**src/rtl/scrub_pkg.sv**
```systemverilog
// Shared constants for the configuration scrub sequencer.
// Assumes a 16-deep one-bit probe and three segment codes.
package scrub_pkg;
    localparam int unsigned PROBE_LEN = 16;
    localparam logic [PROBE_LEN-1:0] SIG_FIRST  = 16'hA5C3;
    localparam logic [PROBE_LEN-1:0] SIG_SECOND = 16'h5A3C;

    localparam logic [1:0] SEG_FABRIC  = 2'd0;
    localparam logic [1:0] SEG_MEMDATA = 2'd1;
    localparam logic [1:0] SEG_MEMCTL  = 2'd2;

    typedef enum logic [2:0] {
        ST_BOOT,
        ST_IDLE,
        ST_WR_SIG,
        ST_SCRUB,
        ST_RD_PROBE,
        ST_REPORT
    } scrub_state_e;
endpackage

```
**src/rtl/scrub_seg_port.sv**
```systemverilog
// Segment request/acknowledge handshake with a bounded wait.
// A start pulse raises the request. Exactly one of ok/tmo pulses when it ends.
// Assumes start is never pulsed while a request is outstanding.
module scrub_seg_port #(
    parameter int unsigned TW = 8
) (
    input  logic          clk,
    input  logic          rst_n,
    input  logic          start,
    input  logic [1:0]    sel,
    input  logic [TW-1:0] limit,
    output logic          seg_req,
    output logic [1:0]    seg_id,
    input  logic          seg_ack,
    output logic          ok,
    output logic          tmo
);
    logic [TW-1:0] wait_cnt;
    logic [TW-1:0] last_idx;

    // Last cycle index at which an acknowledge is still accepted.
    always_comb last_idx = (limit == '0) ? '0 : limit - 1'b1;

    // Request, wait counter and completion pulses.
    always_ff @(posedge clk) begin
        if (!rst_n) begin
            seg_req  <= 1'b0;
            seg_id   <= 2'd0;
            wait_cnt <= '0;
            ok       <= 1'b0;
            tmo      <= 1'b0;
        end else begin
            ok  <= 1'b0;
            tmo <= 1'b0;
            if (start) begin
                seg_req  <= 1'b1;
                seg_id   <= sel;
                wait_cnt <= '0;
            end else if (seg_req) begin
                if (seg_ack) begin
                    seg_req <= 1'b0;
                    ok      <= 1'b1;
                end else if (wait_cnt == last_idx) begin
                    seg_req <= 1'b0;
                    tmo     <= 1'b1;
                end else begin
                    wait_cnt <= wait_cnt + 1'b1;
                end
            end
        end
    end

    p_req_hold_r7: assert property (@(posedge clk) disable iff (!rst_n)
        (seg_req && !seg_ack && !(wait_cnt == last_idx)) |=> (seg_req && $stable(seg_id)));
    p_req_drop_r7: assert property (@(posedge clk) disable iff (!rst_n)
        (seg_req && seg_ack) |=> (!seg_req && ok));
    p_one_end_r8: assert property (@(posedge clk) disable iff (!rst_n)
        !(ok && tmo));
endmodule

```
**src/rtl/scrub_probe_io.sv**
```systemverilog
// Shifts a signature into the probe, or shifts the probe out and ORs its bits.
// Each operation takes LEN cycles and ends with a one-cycle done pulse.
// Assumes the starts are pulses and never overlap a running operation.
module scrub_probe_io #(
    parameter int unsigned LEN = 16
) (
    input  logic           clk,
    input  logic           rst_n,
    input  logic           wr_start,
    input  logic           rd_start,
    input  logic [LEN-1:0] sig,
    output logic           probe_we,
    output logic           probe_din,
    output logic           probe_re,
    input  logic           probe_dout,
    output logic           wr_done,
    output logic           rd_done,
    output logic           rd_dirty
);
    localparam int unsigned CNTW = $clog2(LEN);
    localparam logic [CNTW-1:0] LAST = CNTW'(LEN - 1);

    logic [LEN-1:0]  shreg;
    logic [CNTW-1:0] bit_cnt;
    logic            wr_act;
    logic            rd_act;

    // Shift engine for both directions.
    always_ff @(posedge clk) begin
        if (!rst_n) begin
            shreg    <= '0;
            bit_cnt  <= '0;
            wr_act   <= 1'b0;
            rd_act   <= 1'b0;
            wr_done  <= 1'b0;
            rd_done  <= 1'b0;
            rd_dirty <= 1'b0;
        end else begin
            wr_done <= 1'b0;
            rd_done <= 1'b0;
            if (wr_start) begin
                shreg   <= sig;
                bit_cnt <= '0;
                wr_act  <= 1'b1;
            end else if (rd_start) begin
                bit_cnt  <= '0;
                rd_dirty <= 1'b0;
                rd_act   <= 1'b1;
            end else if (wr_act) begin
                shreg   <= {shreg[LEN-2:0], 1'b0};
                bit_cnt <= bit_cnt + 1'b1;
                if (bit_cnt == LAST) begin
                    wr_act  <= 1'b0;
                    wr_done <= 1'b1;
                end
            end else if (rd_act) begin
                rd_dirty <= rd_dirty | probe_dout;
                bit_cnt  <= bit_cnt + 1'b1;
                if (bit_cnt == LAST) begin
                    rd_act  <= 1'b0;
                    rd_done <= 1'b1;
                end
            end
        end
    end

    // Probe pins follow the engine state.
    always_comb begin
        probe_we  = wr_act;
        probe_din = shreg[LEN-1];
        probe_re  = rd_act;
    end

    p_probe_excl_r10: assert property (@(posedge clk) disable iff (!rst_n)
        !(probe_we && probe_re));
    p_sig_msb_first_r4: assert property (@(posedge clk) disable iff (!rst_n)
        wr_start |=> (probe_we && probe_din == $past(sig[LEN-1])));
endmodule

```
**src/rtl/scrub_interval_timer.sv**
```systemverilog
// Counts an idle interval and pulses expired once.
// A length of zero behaves as one cycle.
module scrub_interval_timer #(
    parameter int unsigned IW = 16
) (
    input  logic          clk,
    input  logic          rst_n,
    input  logic          start,
    input  logic [IW-1:0] len,
    output logic          expired
);
    logic [IW-1:0] remain;
    logic          running;

    // Down-counter with a one-cycle expiry pulse.
    always_ff @(posedge clk) begin
        if (!rst_n) begin
            remain  <= '0;
            running <= 1'b0;
            expired <= 1'b0;
        end else begin
            expired <= 1'b0;
            if (start) begin
                remain  <= len;
                running <= 1'b1;
            end else if (running) begin
                if (remain <= 1) begin
                    running <= 1'b0;
                    expired <= 1'b1;
                end else begin
                    remain <= remain - 1'b1;
                end
            end
        end
    end

    p_expire_once_r6: assert property (@(posedge clk) disable iff (!rst_n)
        expired |=> !expired);
endmodule

```
**src/rtl/cfg_scrub_seq.sv**
```systemverilog
// Top-level scrub sequencer. It performs the power-up full load, then repeats:
// idle interval, signature write, fabric and memory-control reloads,
// probe read, report.
// Assumes the port acknowledges each request at most once.
module cfg_scrub_seq #(
    parameter int unsigned IW = 16,
    parameter int unsigned TW = 8,
    parameter int unsigned CW = 16
) (
    input  logic          clk,
    input  logic          rst_n,
    input  logic [IW-1:0] scrub_interval,
    input  logic [TW-1:0] ack_timeout,
    input  logic          err_clr,
    output logic          seg_req,
    output logic [1:0]    seg_id,
    input  logic          seg_ack,
    output logic          probe_we,
    output logic          probe_din,
    output logic          probe_re,
    input  logic          probe_dout,
    output logic          init_done,
    output logic          pass_done,
    output logic          scrub_fail,
    output logic          timeout_err,
    output logic [CW-1:0] pass_cnt,
    output logic [CW-1:0] fail_cnt
);
    import scrub_pkg::*;

    localparam logic [1:0] BOOT_LAST  = 2'd2;
    localparam logic [1:0] SCRUB_LAST = 2'd1;

    scrub_state_e state;
    logic [1:0]   step;
    logic         launched;
    logic         sig_phase;
    logic [1:0]   seg_sel;
    logic         seg_start, seg_ok, seg_tmo;
    logic         wr_start, rd_start, wr_done, rd_done, rd_dirty;
    logic         tmr_start, tmr_exp;
    logic [PROBE_LEN-1:0] sig_word;

    // Segment selection for the current load step.
    always_comb begin
        if (state == ST_BOOT) begin
            case (step)
                2'd0:    seg_sel = SEG_FABRIC;
                2'd1:    seg_sel = SEG_MEMDATA;
                default: seg_sel = SEG_MEMCTL;
            endcase
        end else begin
            seg_sel = (step == 2'd0) ? SEG_FABRIC : SEG_MEMCTL;
        end
    end

    // One launch per state entry for each helper.
    always_comb begin
        seg_start = !launched && (state == ST_BOOT || state == ST_SCRUB);
        wr_start  = !launched && (state == ST_WR_SIG);
        rd_start  = !launched && (state == ST_RD_PROBE);
        tmr_start = !launched && (state == ST_IDLE);
        sig_word  = sig_phase ? SIG_SECOND : SIG_FIRST;
    end

    // Main sequence, status flags and counters.
    always_ff @(posedge clk) begin
        if (!rst_n) begin
            state       <= ST_BOOT;
            step        <= 2'd0;
            launched    <= 1'b0;
            sig_phase   <= 1'b0;
            init_done   <= 1'b0;
            pass_done   <= 1'b0;
            scrub_fail  <= 1'b0;
            timeout_err <= 1'b0;
            pass_cnt    <= '0;
            fail_cnt    <= '0;
        end else begin
            pass_done <= 1'b0;
            if (seg_start || wr_start || rd_start || tmr_start) begin
                launched <= 1'b1;
            end
            if (err_clr) begin
                timeout_err <= 1'b0;
            end
            case (state)
                ST_BOOT: begin
                    if (seg_ok) begin
                        launched <= 1'b0;
                        if (step == BOOT_LAST) begin
                            init_done <= 1'b1;
                            state     <= ST_IDLE;
                        end else begin
                            step <= step + 1'b1;
                        end
                    end else if (seg_tmo) begin
                        timeout_err <= 1'b1;
                        launched    <= 1'b0;
                        state       <= ST_IDLE;
                    end
                end
                ST_IDLE: begin
                    if (tmr_exp) begin
                        launched <= 1'b0;
                        step     <= 2'd0;
                        state    <= init_done ? ST_WR_SIG : ST_BOOT;
                    end
                end
                ST_WR_SIG: begin
                    if (wr_done) begin
                        sig_phase <= !sig_phase;
                        launched  <= 1'b0;
                        step      <= 2'd0;
                        state     <= ST_SCRUB;
                    end
                end
                ST_SCRUB: begin
                    if (seg_ok) begin
                        launched <= 1'b0;
                        if (step == SCRUB_LAST) begin
                            state <= ST_RD_PROBE;
                        end else begin
                            step <= step + 1'b1;
                        end
                    end else if (seg_tmo) begin
                        timeout_err <= 1'b1;
                        launched    <= 1'b0;
                        state       <= ST_IDLE;
                    end
                end
                ST_RD_PROBE: begin
                    if (rd_done) begin
                        scrub_fail <= rd_dirty;
                        if (rd_dirty) begin
                            fail_cnt <= fail_cnt + 1'b1;
                        end
                        launched <= 1'b0;
                        state    <= ST_REPORT;
                    end
                end
                ST_REPORT: begin
                    pass_done <= 1'b1;
                    pass_cnt  <= pass_cnt + 1'b1;
                    launched  <= 1'b0;
                    state     <= ST_IDLE;
                end
                default: state <= ST_IDLE;
            endcase
        end
    end

    scrub_seg_port #(.TW(TW)) u_port (
        .clk     (clk),
        .rst_n   (rst_n),
        .start   (seg_start),
        .sel     (seg_sel),
        .limit   (ack_timeout),
        .seg_req (seg_req),
        .seg_id  (seg_id),
        .seg_ack (seg_ack),
        .ok      (seg_ok),
        .tmo     (seg_tmo)
    );

    scrub_probe_io #(.LEN(PROBE_LEN)) u_probe (
        .clk        (clk),
        .rst_n      (rst_n),
        .wr_start   (wr_start),
        .rd_start   (rd_start),
        .sig        (sig_word),
        .probe_we   (probe_we),
        .probe_din  (probe_din),
        .probe_re   (probe_re),
        .probe_dout (probe_dout),
        .wr_done    (wr_done),
        .rd_done    (rd_done),
        .rd_dirty   (rd_dirty)
    );

    scrub_interval_timer #(.IW(IW)) u_timer (
        .clk     (clk),
        .rst_n   (rst_n),
        .start   (tmr_start),
        .len     (scrub_interval),
        .expired (tmr_exp)
    );

    p_no_memdata_scrub_r3: assert property (@(posedge clk) disable iff (!rst_n)
        (seg_req && init_done) |-> (seg_id != SEG_MEMDATA));
    p_no_probe_boot_r2: assert property (@(posedge clk) disable iff (!rst_n)
        !init_done |-> (!probe_we && !probe_re));
    p_done_pulse_r6: assert property (@(posedge clk) disable iff (!rst_n)
        pass_done |=> !pass_done);
    p_pass_count_r6: assert property (@(posedge clk) disable iff (!rst_n)
        pass_done |-> (pass_cnt == $past(pass_cnt) + 1'b1));
    p_tmo_sticky_r8: assert property (@(posedge clk) disable iff (!rst_n)
        (timeout_err && !err_clr) |=> timeout_err);
    p_tmo_sets_r8: assert property (@(posedge clk) disable iff (!rst_n)
        seg_tmo |=> timeout_err);
    p_err_clear_r9: assert property (@(posedge clk) disable iff (!rst_n)
        (err_clr && !seg_tmo) |=> !timeout_err);
endmodule

```
**config.mk**
```make
export PLATFORM = sky130hd
export DESIGN_NAME = cfg_scrub_seq
export DESIGN_NICKNAME = d
export VERILOG_FILES = /design/src/rtl/scrub_pkg.sv /design/src/rtl/scrub_seg_port.sv /design/src/rtl/scrub_probe_io.sv /design/src/rtl/scrub_interval_timer.sv /design/src/rtl/cfg_scrub_seq.sv
export SDC_FILE = /design/constraint.sdc
export NUM_CORES = 1
export LEC_CHECK = 0
export ABC_AREA = 1
export ABC_CLOCK_PERIOD_IN_PS = 2000
export CELL_PAD_IN_SITES_DETAIL_PLACEMENT = 1
export CELL_PAD_IN_SITES_GLOBAL_PLACEMENT = 2
export CORE_AREA = 2 2 137 139
export DETAILED_ROUTE_END_ITERATION = 6
export DIE_AREA = 0 0 139 141
export PLACE_DENSITY_LB_ADDON = 0.1
export SLEW_MARGIN = 20
export SYNTH_ARGS = -nofsm -noshare
export SYNTH_HDL_FRONTEND = slang
export SYNTH_SLANG_ARGS = --single-unit
export TNS_END_PERCENT = 100
```
**constraint.sdc**
```tcl
create_clock -name clk -period 2 [get_ports clk]
set_input_delay 0.4 -clock clk [delete_from_list [all_inputs] [get_ports clk]]
set_output_delay 0.4 -clock clk [all_outputs]
set_load 0.01 [all_outputs]
```
==> metrics <==
status completed; Final Util 0.3692; routed wire length between 10 and 15 mm; syn avg cell area slightly above 7 sq um; full die area 19600 sq um; Antenna Nets Post-Route 0; number of synthesized flops with an enable pin 0; Critical Path Slowest Stage Cell clkdlybuf4s50_1; first drt pass iteration count 4; PwrDens ~1100 nW/um^2; Tcrit/Tclk final 0.9318; Final setup viols 0; fin cells between 1000 and 1500; leading cell type in the layout, fill and taps excluded nand2_1; DP Area 6178 sq um; Post-Synthesis Cell Area approximately 5000 sq um; Die X approximately 140 microns; clk buf depth 2; ant diodes 0; CTS H-tree depth 3; wire length of the first global-routing pass around 25 mm; WL per Instance around 14 microns; CTS buffer count 9; CP cell instances clkdlybuf4s50_1 -> nor2_2 -> nand2_2 -> inv_2 -> nand2_4 -> nand3_1 -> nand2_1 -> inv_1 -> nand2_1 -> nor2_4 -> nand3_4 -> buf_4 -> nand3_1 -> a21oi_1; Worst Path Buf+Inv 4; CTS clk-pin slew, worst paths ~0.070 ns; Clock power frac 0.237; I/O pin cnt 71; post-synthesis sequential area ratio 0.3944; GRT Overall Usage 0.1517; Vias/cell between 4 and 5; Hold Crit Class primary input to flip-flop; Initial Util 0.2751; IO buf count 70; routed vias between 5000 and 6000; Comb pwr share 0.427; final setup TNS 0 ns; internal cell power 4.713 mW; Yosys warnings 0; worst-margin pin slew around 0.45 ns; CTS tree built; initial antenna violation count 0; placed cell count slightly above 1000; Critical Path AT approximately 2.1 ns; HPWL Detailed between 10 and 15 mm; kind of critical path primary input to flip-flop; Max Slew Vio Count 0; most frequent cells in the layout nand2_1, dfxtp_1, inv_1; crit path max fanout 7; Leakage approximately 2.7 nW; number of global-route vias before repair around 5100; Min Hold Slack between 0.4 and 0.5 ns; Req. time, crit path ~2.2 ns; Worst path top cell family by delay simple AND/OR/NAND/NOR gates; Yosys cell types 46; Primary FF master, synth dfxtp_1; final worst path period need between 1.5 and 2 ns; worst skew pair latency approximately 0.35 ns; Die Y between 100 and 150 microns; GP Congestion 0.8212; Clock Skew 0.007305 ns; core area 18270 sq um; design area approximately 6700 sq um; clock root buffer clkbuf_16; Async S/R FF share, synth 0; Place WS -0.5854 ns; share of post-route cells with drive strength above 1 0.1416; Area Growth Syn to Fin 34.21%; Hold Fails Final Rpt 0; Rows 50; startpoint type of the worst setup path primary input; Tot Pwr around 7.7 mW; nets@finish 860; Synth area leaders dfxtp_1, nand2_1, inv_1; Num Clock Sinks 99; gr ovfl total 0; register bit count reported by yosys 99; normalized max-slew margin 0.6952; peak per-stage delay on the critical path 0.44 ns; DRC Markers 0; switching share of power 0.3908; cell accounting for the most synthesized area dfxtp_1; top cell type's share of synthesized area 0.3944; net count after synthesis 750; Crit. End Element flip-flop; PnR worst setup slack around 0.14 ns; largest net degree at the start of global routing 43; Psw 3.024 mW; maximum VDD drop ~0.00063 V; max cap viols 0; 1st-iter DRT viols ~190; Peak Freq 536.6 MHz; Syn Inst Count around 710; Seq pwr share 0.336
## Yosys cell counts, types with 2 or more instances
library cell    n
o21ai_1         3
nand3_1        53
buf_2           3
xor2_1         15
a221oi_1        2
o22ai_1         2
buf_4           2
nor2_2         10
a31oi_1        10
inv_1          91
nand2_1       134
nand3_2         3
a21oi_1        59
o21ai_0        60
clkbuf_1       10
o21a_1          3
nor2_4          2
and3_1          2
nor2_1         64
ha_1           10
nand4_1        14
inv_2           3
or2_2           2
dfxtp_1        99
o211ai_1        5
a211oi_1        6
nor3_1         21
nand3b_1        2
nand3_4         2
nand2_2         3
## worst reg2reg max path: cells and delay by family, from the launching register on
| kind | cells | cell delay (ns) |
|---|---|---|
| and+or+nand+nor | 10 | 1.28 |
| DFF | 1 | 0.36 |
| buffers and inverters | 1 | 0.13 |
## power groups by stage
stage	clock, mW	combinational [mW]	sequential (mW)
floorplan	0	2.15	2.59
global placement	0	3.14	2.63
detailed placement	0	3.22	2.64
CTS	1.90	3.27	2.60
global route	2.00	3.80	2.65
finish	1.84	3.30	2.60
## area by class of cell
cell class	count	area [sq um]
clock buffer	10	239.0
clock inverter	6	71.32
fill	2264	11520
inverter	95	359.1
multi-input combinational	502	2755
sequential	99	1988
tap	234	292.8
timing repair buffer	114	1039
## registers in the layout, summed over array words and instances (netlist names), 2 cells and up
register and cells:
u_probe.bit_cnt 4, step 2, u_probe.shreg 16, pass_cnt 16, u_port.seg_id 2, u_port.wait_cnt 8, u_timer.remain 16, fail_cnt 16
state 3
## final timing paths
path,start,endpoint,slack [ns],depth (start not counted)
max reg2reg,state[1]$_SDFFE_PN0P_,fail_cnt[12]$_SDFFE_PN0P_,0.16,11
max,ack_timeout[6],u_port.wait_cnt[0]$_SDFFE_PP0P_,0.14,14
min,rst_n,scrub_fail$_SDFFE_PN0P_,0.47,3
min reg2reg,u_probe.shreg[0]$_SDFFE_PN0P_,u_probe.shreg[0]$_SDFFE_PN0P_,0.47,2
## what timing repair did
action,4_1_cts,5_1_grt
buffers inserted,1,10
hold buffers,0,0
gates resized for setup,18,26
gates cloned,2,0
pin swaps,8,8
setup endpoints to repair,10,23
## logic make-up after synthesis
| group | synth area share |
|---|---|
| DFF | 0.3944 |
| buffers and inverters | 0.08790 |
| xor gates and xnor gates | 0.02789 |
| AOI/OAI and AO/OA | 0.1691 |
| and+or+nand+nor | 0.2958 |
| adders and majority gates | 0.02490 |
## metal layers
layer / GRT usage / part of all wire / up-vias
met2: 0.2559 / 0.47 / 52
met5: 0 / 0 / -
met3: 0.03159 / 0.029 / 11
met1: 0.1981 / 0.49 / 2401
met4: 0.04040 / 0.013 / 0
li1: - / - / 2584
(Power assumes the default switching activity.)
